==> config.mk <==
export PLATFORM = sky130hd
export DESIGN_NAME = rot_unit
export DESIGN_NICKNAME = d
export VERILOG_FILES = /design/src/rtl/rot_pkg.sv /design/src/rtl/rot_count_reduce.sv /design/src/rtl/rot_datapath.sv /design/src/rtl/rot_out_stage.sv /design/src/rtl/rot_unit.sv
export SDC_FILE = /design/constraint.sdc
export NUM_CORES = 1
export LEC_CHECK = 0
export BUFFER_PORTS_ARGS = -buffer_cell sky130_fd_sc_hd__buf_2
export CAP_MARGIN = 20
export CORE_MARGIN = 2
export CORE_UTILIZATION = 44
export DETAILED_ROUTE_END_ITERATION = 12
export PLACE_DENSITY = 0.77
export SETUP_SLACK_MARGIN = 0.15
export SYNTH_ARGS = -nofsm -noshare
export SYNTH_HDL_FRONTEND = slang
export SYNTH_HIERARCHICAL = 1
export SYNTH_SLANG_ARGS = --single-unit
==> constraint.sdc <==
create_clock -name clk -period 3.6 [get_ports clk]
set_clock_uncertainty 0.1 [all_clocks]
set_input_delay 0.72 -clock clk [delete_from_list [all_inputs] [get_ports clk]]
set_output_delay 0.72 -clock clk [all_outputs]
set_load 0.005 [all_outputs]
==> src/rtl/rot_pkg.sv <==
package rot_pkg;
  typedef enum logic [1:0] {
    OP_ROL = 2'b00,
    OP_ROR = 2'b01,
    OP_RCL = 2'b10,
    OP_RCR = 2'b11
  } rot_op_e;

  function automatic logic is_ring_op(rot_op_e op);
    return op[1];
  endfunction
endpackage

==> src/rtl/rot_count_reduce.sv <==
module rot_count_reduce
  import rot_pkg::*;
#(
  parameter int W     = 16,
  parameter int CNT_W = 8
) (
  input  rot_op_e                  op,
  input  logic [CNT_W-1:0]         raw,
  output logic [$clog2(W+1)-1:0]   eff
);
  localparam int RING  = W + 1;
  localparam int PL_W  = $clog2(W);
  localparam int RC_W  = $clog2(W) + 1;
  localparam int EFF_W = $clog2(W+1);

  logic [RC_W-1:0] ring_masked;
  logic [EFF_W-1:0] ring_eff;
  logic [EFF_W-1:0] plain_eff;

  assign ring_masked = raw[RC_W-1:0];
  assign plain_eff   = EFF_W'(raw[PL_W-1:0]);

  always_comb begin
    if (32'(ring_masked) >= RING)
      ring_eff = EFF_W'(32'(ring_masked) - RING);
    else
      ring_eff = EFF_W'(ring_masked);
  end

  assign eff = is_ring_op(op) ? ring_eff : plain_eff;
endmodule

==> src/rtl/rot_datapath.sv <==
module rot_datapath
  import rot_pkg::*;
#(
  parameter int W = 16
) (
  input  rot_op_e                 op,
  input  logic [$clog2(W+1)-1:0]  eff,
  input  logic [W-1:0]            word,
  input  logic                    cf_i,
  input  logic                    of_i,
  output logic [W-1:0]            res,
  output logic                    cf_o,
  output logic                    of_o,
  output logic                    wr_en
);
  localparam int RING = W + 1;

  logic [2*W-1:0]    dbl_l, dbl_r;
  logic [2*RING-1:0] ring_l, ring_r;
  logic [RING-1:0]   ring;
  logic [W-1:0]      rot_res;
  logic              rot_cf;

  assign ring   = {cf_i, word};
  assign dbl_l  = {word, word} << eff;
  assign dbl_r  = {word, word} >> eff;
  assign ring_l = {ring, ring} << eff;
  assign ring_r = {ring, ring} >> eff;

  always_comb begin
    unique case (op)
      OP_ROL: begin
        rot_res = dbl_l[2*W-1:W];
        rot_cf  = rot_res[0];
      end
      OP_ROR: begin
        rot_res = dbl_r[W-1:0];
        rot_cf  = rot_res[W-1];
      end
      OP_RCL: begin
        rot_res = ring_l[2*RING-2:RING];
        rot_cf  = ring_l[2*RING-1];
      end
      default: begin
        rot_res = ring_r[W-1:0];
        rot_cf  = ring_r[W];
      end
    endcase
  end

  assign wr_en = (eff != '0);
  assign res   = wr_en ? rot_res : word;
  assign cf_o  = wr_en ? rot_cf : cf_i;
  assign of_o  = (eff == 1) ? (word[W-1] ^ rot_res[W-1]) : of_i;
endmodule

==> src/rtl/rot_out_stage.sv <==
module rot_out_stage #(
  parameter int W = 16
) (
  input  logic         clk,
  input  logic         rst_n,
  input  logic         in_valid,
  output logic         in_ready,
  input  logic [W-1:0] d_word,
  input  logic         d_wr_en,
  input  logic         d_cf,
  input  logic         d_of,
  output logic         out_valid,
  input  logic         out_ready,
  output logic [W-1:0] out_word,
  output logic         out_wr_en,
  output logic         out_cf,
  output logic         out_of
);
  assign in_ready = !out_valid || out_ready;

  always_ff @(posedge clk) begin
    if (!rst_n) begin
      out_valid <= 1'b0;
      out_word  <= '0;
      out_wr_en <= 1'b0;
      out_cf    <= 1'b0;
      out_of    <= 1'b0;
    end else if (in_ready) begin
      out_valid <= in_valid;
      if (in_valid) begin
        out_word  <= d_word;
        out_wr_en <= d_wr_en;
        out_cf    <= d_cf;
        out_of    <= d_of;
      end
    end
  end


  stall_hold_chk: assert property (@(posedge clk) disable iff (!rst_n)
    out_valid && !out_ready |=> out_valid && $stable(out_word) &&
      $stable(out_cf) && $stable(out_of) && $stable(out_wr_en));


  ready_rule_chk: assert property (@(posedge clk) disable iff (!rst_n)
    !out_valid |-> in_ready);
endmodule

==> src/rtl/rot_unit.sv <==
module rot_unit
  import rot_pkg::*;
#(
  parameter int W     = 16,
  parameter int CNT_W = 8
) (
  input  logic             clk,
  input  logic             rst_n,
  input  logic             in_valid,
  output logic             in_ready,
  input  logic [1:0]       in_op,
  input  logic [W-1:0]     in_word,
  input  logic [CNT_W-1:0] in_count,
  input  logic             in_cf,
  input  logic             in_of,
  output logic             out_valid,
  input  logic             out_ready,
  output logic [W-1:0]     out_word,
  output logic             out_wr_en,
  output logic             out_cf,
  output logic             out_of
);
  localparam int EFF_W = $clog2(W+1);

  rot_op_e          op;
  logic [EFF_W-1:0] eff;
  logic [W-1:0]     d_word;
  logic             d_cf, d_of, d_wr_en;
  logic             accept;

  assign op     = rot_op_e'(in_op);
  assign accept = in_valid && in_ready;

  rot_count_reduce #(.W(W), .CNT_W(CNT_W)) u_cnt (
    .op(op), .raw(in_count), .eff(eff)
  );

  rot_datapath #(.W(W)) u_dp (
    .op(op), .eff(eff), .word(in_word), .cf_i(in_cf), .of_i(in_of),
    .res(d_word), .cf_o(d_cf), .of_o(d_of), .wr_en(d_wr_en)
  );

  rot_out_stage #(.W(W)) u_out (
    .clk(clk), .rst_n(rst_n), .in_valid(in_valid), .in_ready(in_ready),
    .d_word(d_word), .d_wr_en(d_wr_en), .d_cf(d_cf), .d_of(d_of),
    .out_valid(out_valid), .out_ready(out_ready), .out_word(out_word),
    .out_wr_en(out_wr_en), .out_cf(out_cf), .out_of(out_of)
  );


  zero_cnt_chk: assert property (@(posedge clk) disable iff (!rst_n)
    accept && eff == '0 |=> !out_wr_en && out_word == $past(in_word) &&
      out_cf == $past(in_cf) && out_of == $past(in_of));


  plain_ones_chk: assert property (@(posedge clk) disable iff (!rst_n)
    accept && !in_op[1] |=> $countones(out_word) == $countones($past(in_word)));


  ring_ones_chk: assert property (@(posedge clk) disable iff (!rst_n)
    accept && in_op[1] |=>
      $countones({out_cf, out_word}) == $countones({$past(in_cf), $past(in_word)}));


  of_hold_chk: assert property (@(posedge clk) disable iff (!rst_n)
    accept && eff != 1 |=> out_of == $past(in_of));


  accept_show_chk: assert property (@(posedge clk) disable iff (!rst_n)
    accept |=> out_valid);
endmodule

==> summary.md <==
| Metric | Value |
|---|---|
| Post-synth cell types | `73` |
| Headroom to the max-slew limit | `58.8%` |
| Die Span X | `105 um` |
| Post-DP HPWL | `13600 um` |
| Number of max-cap violations | `0` |
| Max incr delay on CP | `490 ps` |
| Most common cell after layout, fill and taps aside | `buf_4` |
| Nets | `762` |
| Yosys warns | `6` |
| Vias in the first global route | `5249` |
| CP endpoint kind | `flop` |
| RSZ-0062 raised after global routing | `yes` |
| Ant. Diodes | `0` |
| Proportion of layout cells with a drive suffix above 1 | `44.8%` |
| Outcome | `finished, final reports clean` |
| Worst slew pin tran | `618 ps` |
| H-tree lvl count | `1` |
| Most frequent cells in the layout | `buf_4 (121), nand2_1 (100), nor2_1 (54)` |
| Tmin final | `3540 ps` |
| Crit Path Class | `in2reg` |
| WL final | `18200 um` |
| Max Root-Sink Buffers | `2` |
| Final period utilization | `98.4%` |
| Core ar. | `0.00986 mm2` |
| Reg clk slew, reported paths | `70 ps` |
| Tightest Hold Check Type | `reg2reg` |
| Synth Flop Type | `dfxtp_1` |
| Setup TNS | `0 ps` |
| Total I/O pin count | `53` |
| Post-Syn Area | `0.00451 mm2` |
| Initial Utilization | `45.7%` |
| Crit path max fanout | `6` |
| Total Die Area | `0.0111 mm2` |
| Top cells by area, synth | `mux4_2 (12%), mux2i_1 (11%), dfxtp_1 (8.9%), nand2_1 (8.5%), mux2_2 (5.7%)` |
| CP startpoint kind | `input port` |
| Clk sink count | `20` |
| Fillcell total | `860` |
| Post-Layout Cell Count | `860` |
| Syn_nets | `625` |
| Slew Viols, Final | `0` |
| Core Rows | `36` |
| Yosys reg bits | `20` |
| Worst Path Required | `3690 ps` |
| Root Driver | `clkbuf_8` |
| Synth top area share | `12.5%` |
| Post-layout instance area | `0.00624 mm2` |
| DR DRC count | `0` |
| Dpl cells | `841` |
| CP cell instances | `buf_12 -> inv_8 -> ha_4 -> nor4_4 -> a211oi_2 -> a21o_4 -> buf_8 -> buf_6 -> buf_6 -> mux4_2 -> mux2i_1 -> buf_4 -> o2bb2ai_2 -> o221ai_1 -> o221a_2 -> xnor2_1 -> o21ai_1 -> nand2_1 -> mux2i_1` |
| Antenna viol nets, final | `0` |
| DR vias/cell | `6.41` |
| Pin count of the biggest net entering global routing | `40` |
| Post-synth EDFFs | `0` |
| WP buf/inv | `6` |
| P_leak | `0.00264 uW` |
| Overflow after GRT | `0` |
| Die height | `105 um` |
| Cell Pwr Density | `268 mW/mm2` |
| Max Clock Freq | `0.282 GHz` |
| Final setup margin | `57.0 ps` |
| Initial antenna violation count | `0` |
| CTS tree | `done` |
| Avg Inst Size Synth | `7.63 um2` |
| Post-Synthesis Cells | `591` |
| Clk_lat worst skew | `260 ps` |
| WL per Instance | `21.1 um` |
| Pre-antenna DRT Iters | `5` |
| DP Worst Slack | `-574 ps` |
| Final setup violation count | `0` |
| Hold violation count in the final report | `0` |
| Iter 0 DRT Violations | `655` |
| Leading area contributor after synthesis | `mux4_2` |
| Port bufs | `49` |
| Area Overhead vs Synth | `38.4%` |
| Pwr Total | `1670 uW` |
| Cts hold-fix bufs | `0` |
| Crit path max-delay cell type | `mux4_2` |
| Worst path arrival time | `3640 ps` |
| Vias | `5516` |
| Async set or reset register ratio after synthesis | `0%` |
| GRT Overall Usage | `31.7%` |
| Post-placement cell area | `0.00564 mm2` |
| Post-synthesis sequential area ratio | `8.88%` |
| CTS buffer count | `3` |
| Peak VDD IR | `257 uV` |
| Final GP Congestion | `1.06` |
| Cell family with most CP delay | `compound AO/OA/AOI/OAI gates` |
| Global-route wire length before repair | `27900 um` |
[worst paths after layout]
kind / startpoint / end / slack (ps) / depth (start not counted)
max: in_count[1] / u_out/out_of$_SDFFE_PN0P_ / 60 / 19
min: u_out/out_word[5]$_SDFFE_PN0P_ / u_out/out_word[5]$_SDFFE_PN0P_ / 360 / 2
max reg2reg: u_out/out_valid$_SDFFE_PN0P_ / u_out/out_word[2]$_SDFFE_PN0P_ / 2420 / 3
min reg2reg: u_out/out_word[5]$_SDFFE_PN0P_ / u_out/out_word[5]$_SDFFE_PN0P_ / 360 / 2
[cell families after synthesis]
family | count (synthesis) | synth area share (%)
AND/OR/NAND/NOR | 236 | 24.2
AO/OA/AOI/OAI | 149 | 22.7
buffers and inverters | 75 | 9.21
adder cells (fa/ha/maj) | 2 | 0.555
flip-flops | 20 | 8.88
XOR/XNOR | 1 | 0.194
multiplexers | 108 | 34.3
[layer usage]
layer	track usage, %	vias to the layer above	routed length (um)
met5	0	-	0
met4	14.6	0	862
met3	3.53	74	1590
met2	52.1	340	8560
met1	41.7	2631	7170
li1	-	2471	-
[cells in the mapped netlist (6+ instances only)]
master / number
nand3_1: 12
nand2b_1: 9
nor3_1: 13
a21oi_1: 25
nor2_1: 61
o211ai_1: 11
buf_4: 7
dfxtp_1: 20
mux2i_1: 51
mux2_2: 23
and2_1: 9
inv_1: 11
o22ai_1: 6
a211oi_1: 9
nand2_1: 102
clkbuf_1: 25
a31oi_1: 15
o21ai_0: 27
mux4_2: 25
buf_2: 16
buf_1: 7
mux4_1: 7
[where the power goes]
| group | switching, uW | internal [uW] |
|---|---|---|
| Clock | 70.4 | 148 |
| Sequential | 11.2 | 245 |
| Combinational | 615 | 580 |
| Total | 696 | 974 |
[repair_timing]
item,CTS,global route
pin swaps,26,34
buffers inserted,9,6
gates cloned,0,0
resized for setup,56,62
setup endpoints to repair,18,18
[through the flow]
step	hold slack (ps)	utilization, %
final	356	63.2
after CTS	358	60.5
after detailed placement	344	57.2
after global placement	339	57.2
after global routing	380	63.2
after floorplan	351	-
[worst register-to-register path: stages, from the launching register on]
cell	delay, ps
dfxtp_1	340
nand2b_4	70
and2_4	350
mux2i_1	250
[cell type report]
cell class	count	area, um2	area share, %
Sequential cell	20	400	6.42
Clock buffer	3	41.3	0.662
Timing Repair Buffer	194	1510	24.2
Inverter	13	56.3	0.903
Clock inverter	1	30.0	0.481
Tap cell	133	166	2.67
Multi-Input combinational cell	496	4030	64.6
[flip-flops by register name, summed over array words and instances, names as in the netlist]
signal,cells
u_out/out_cf,1
u_out/out_of,1
u_out/out_valid,1
u_out/out_word,16
u_out/out_wr_en,1
(Power assumes the default switching activity.)
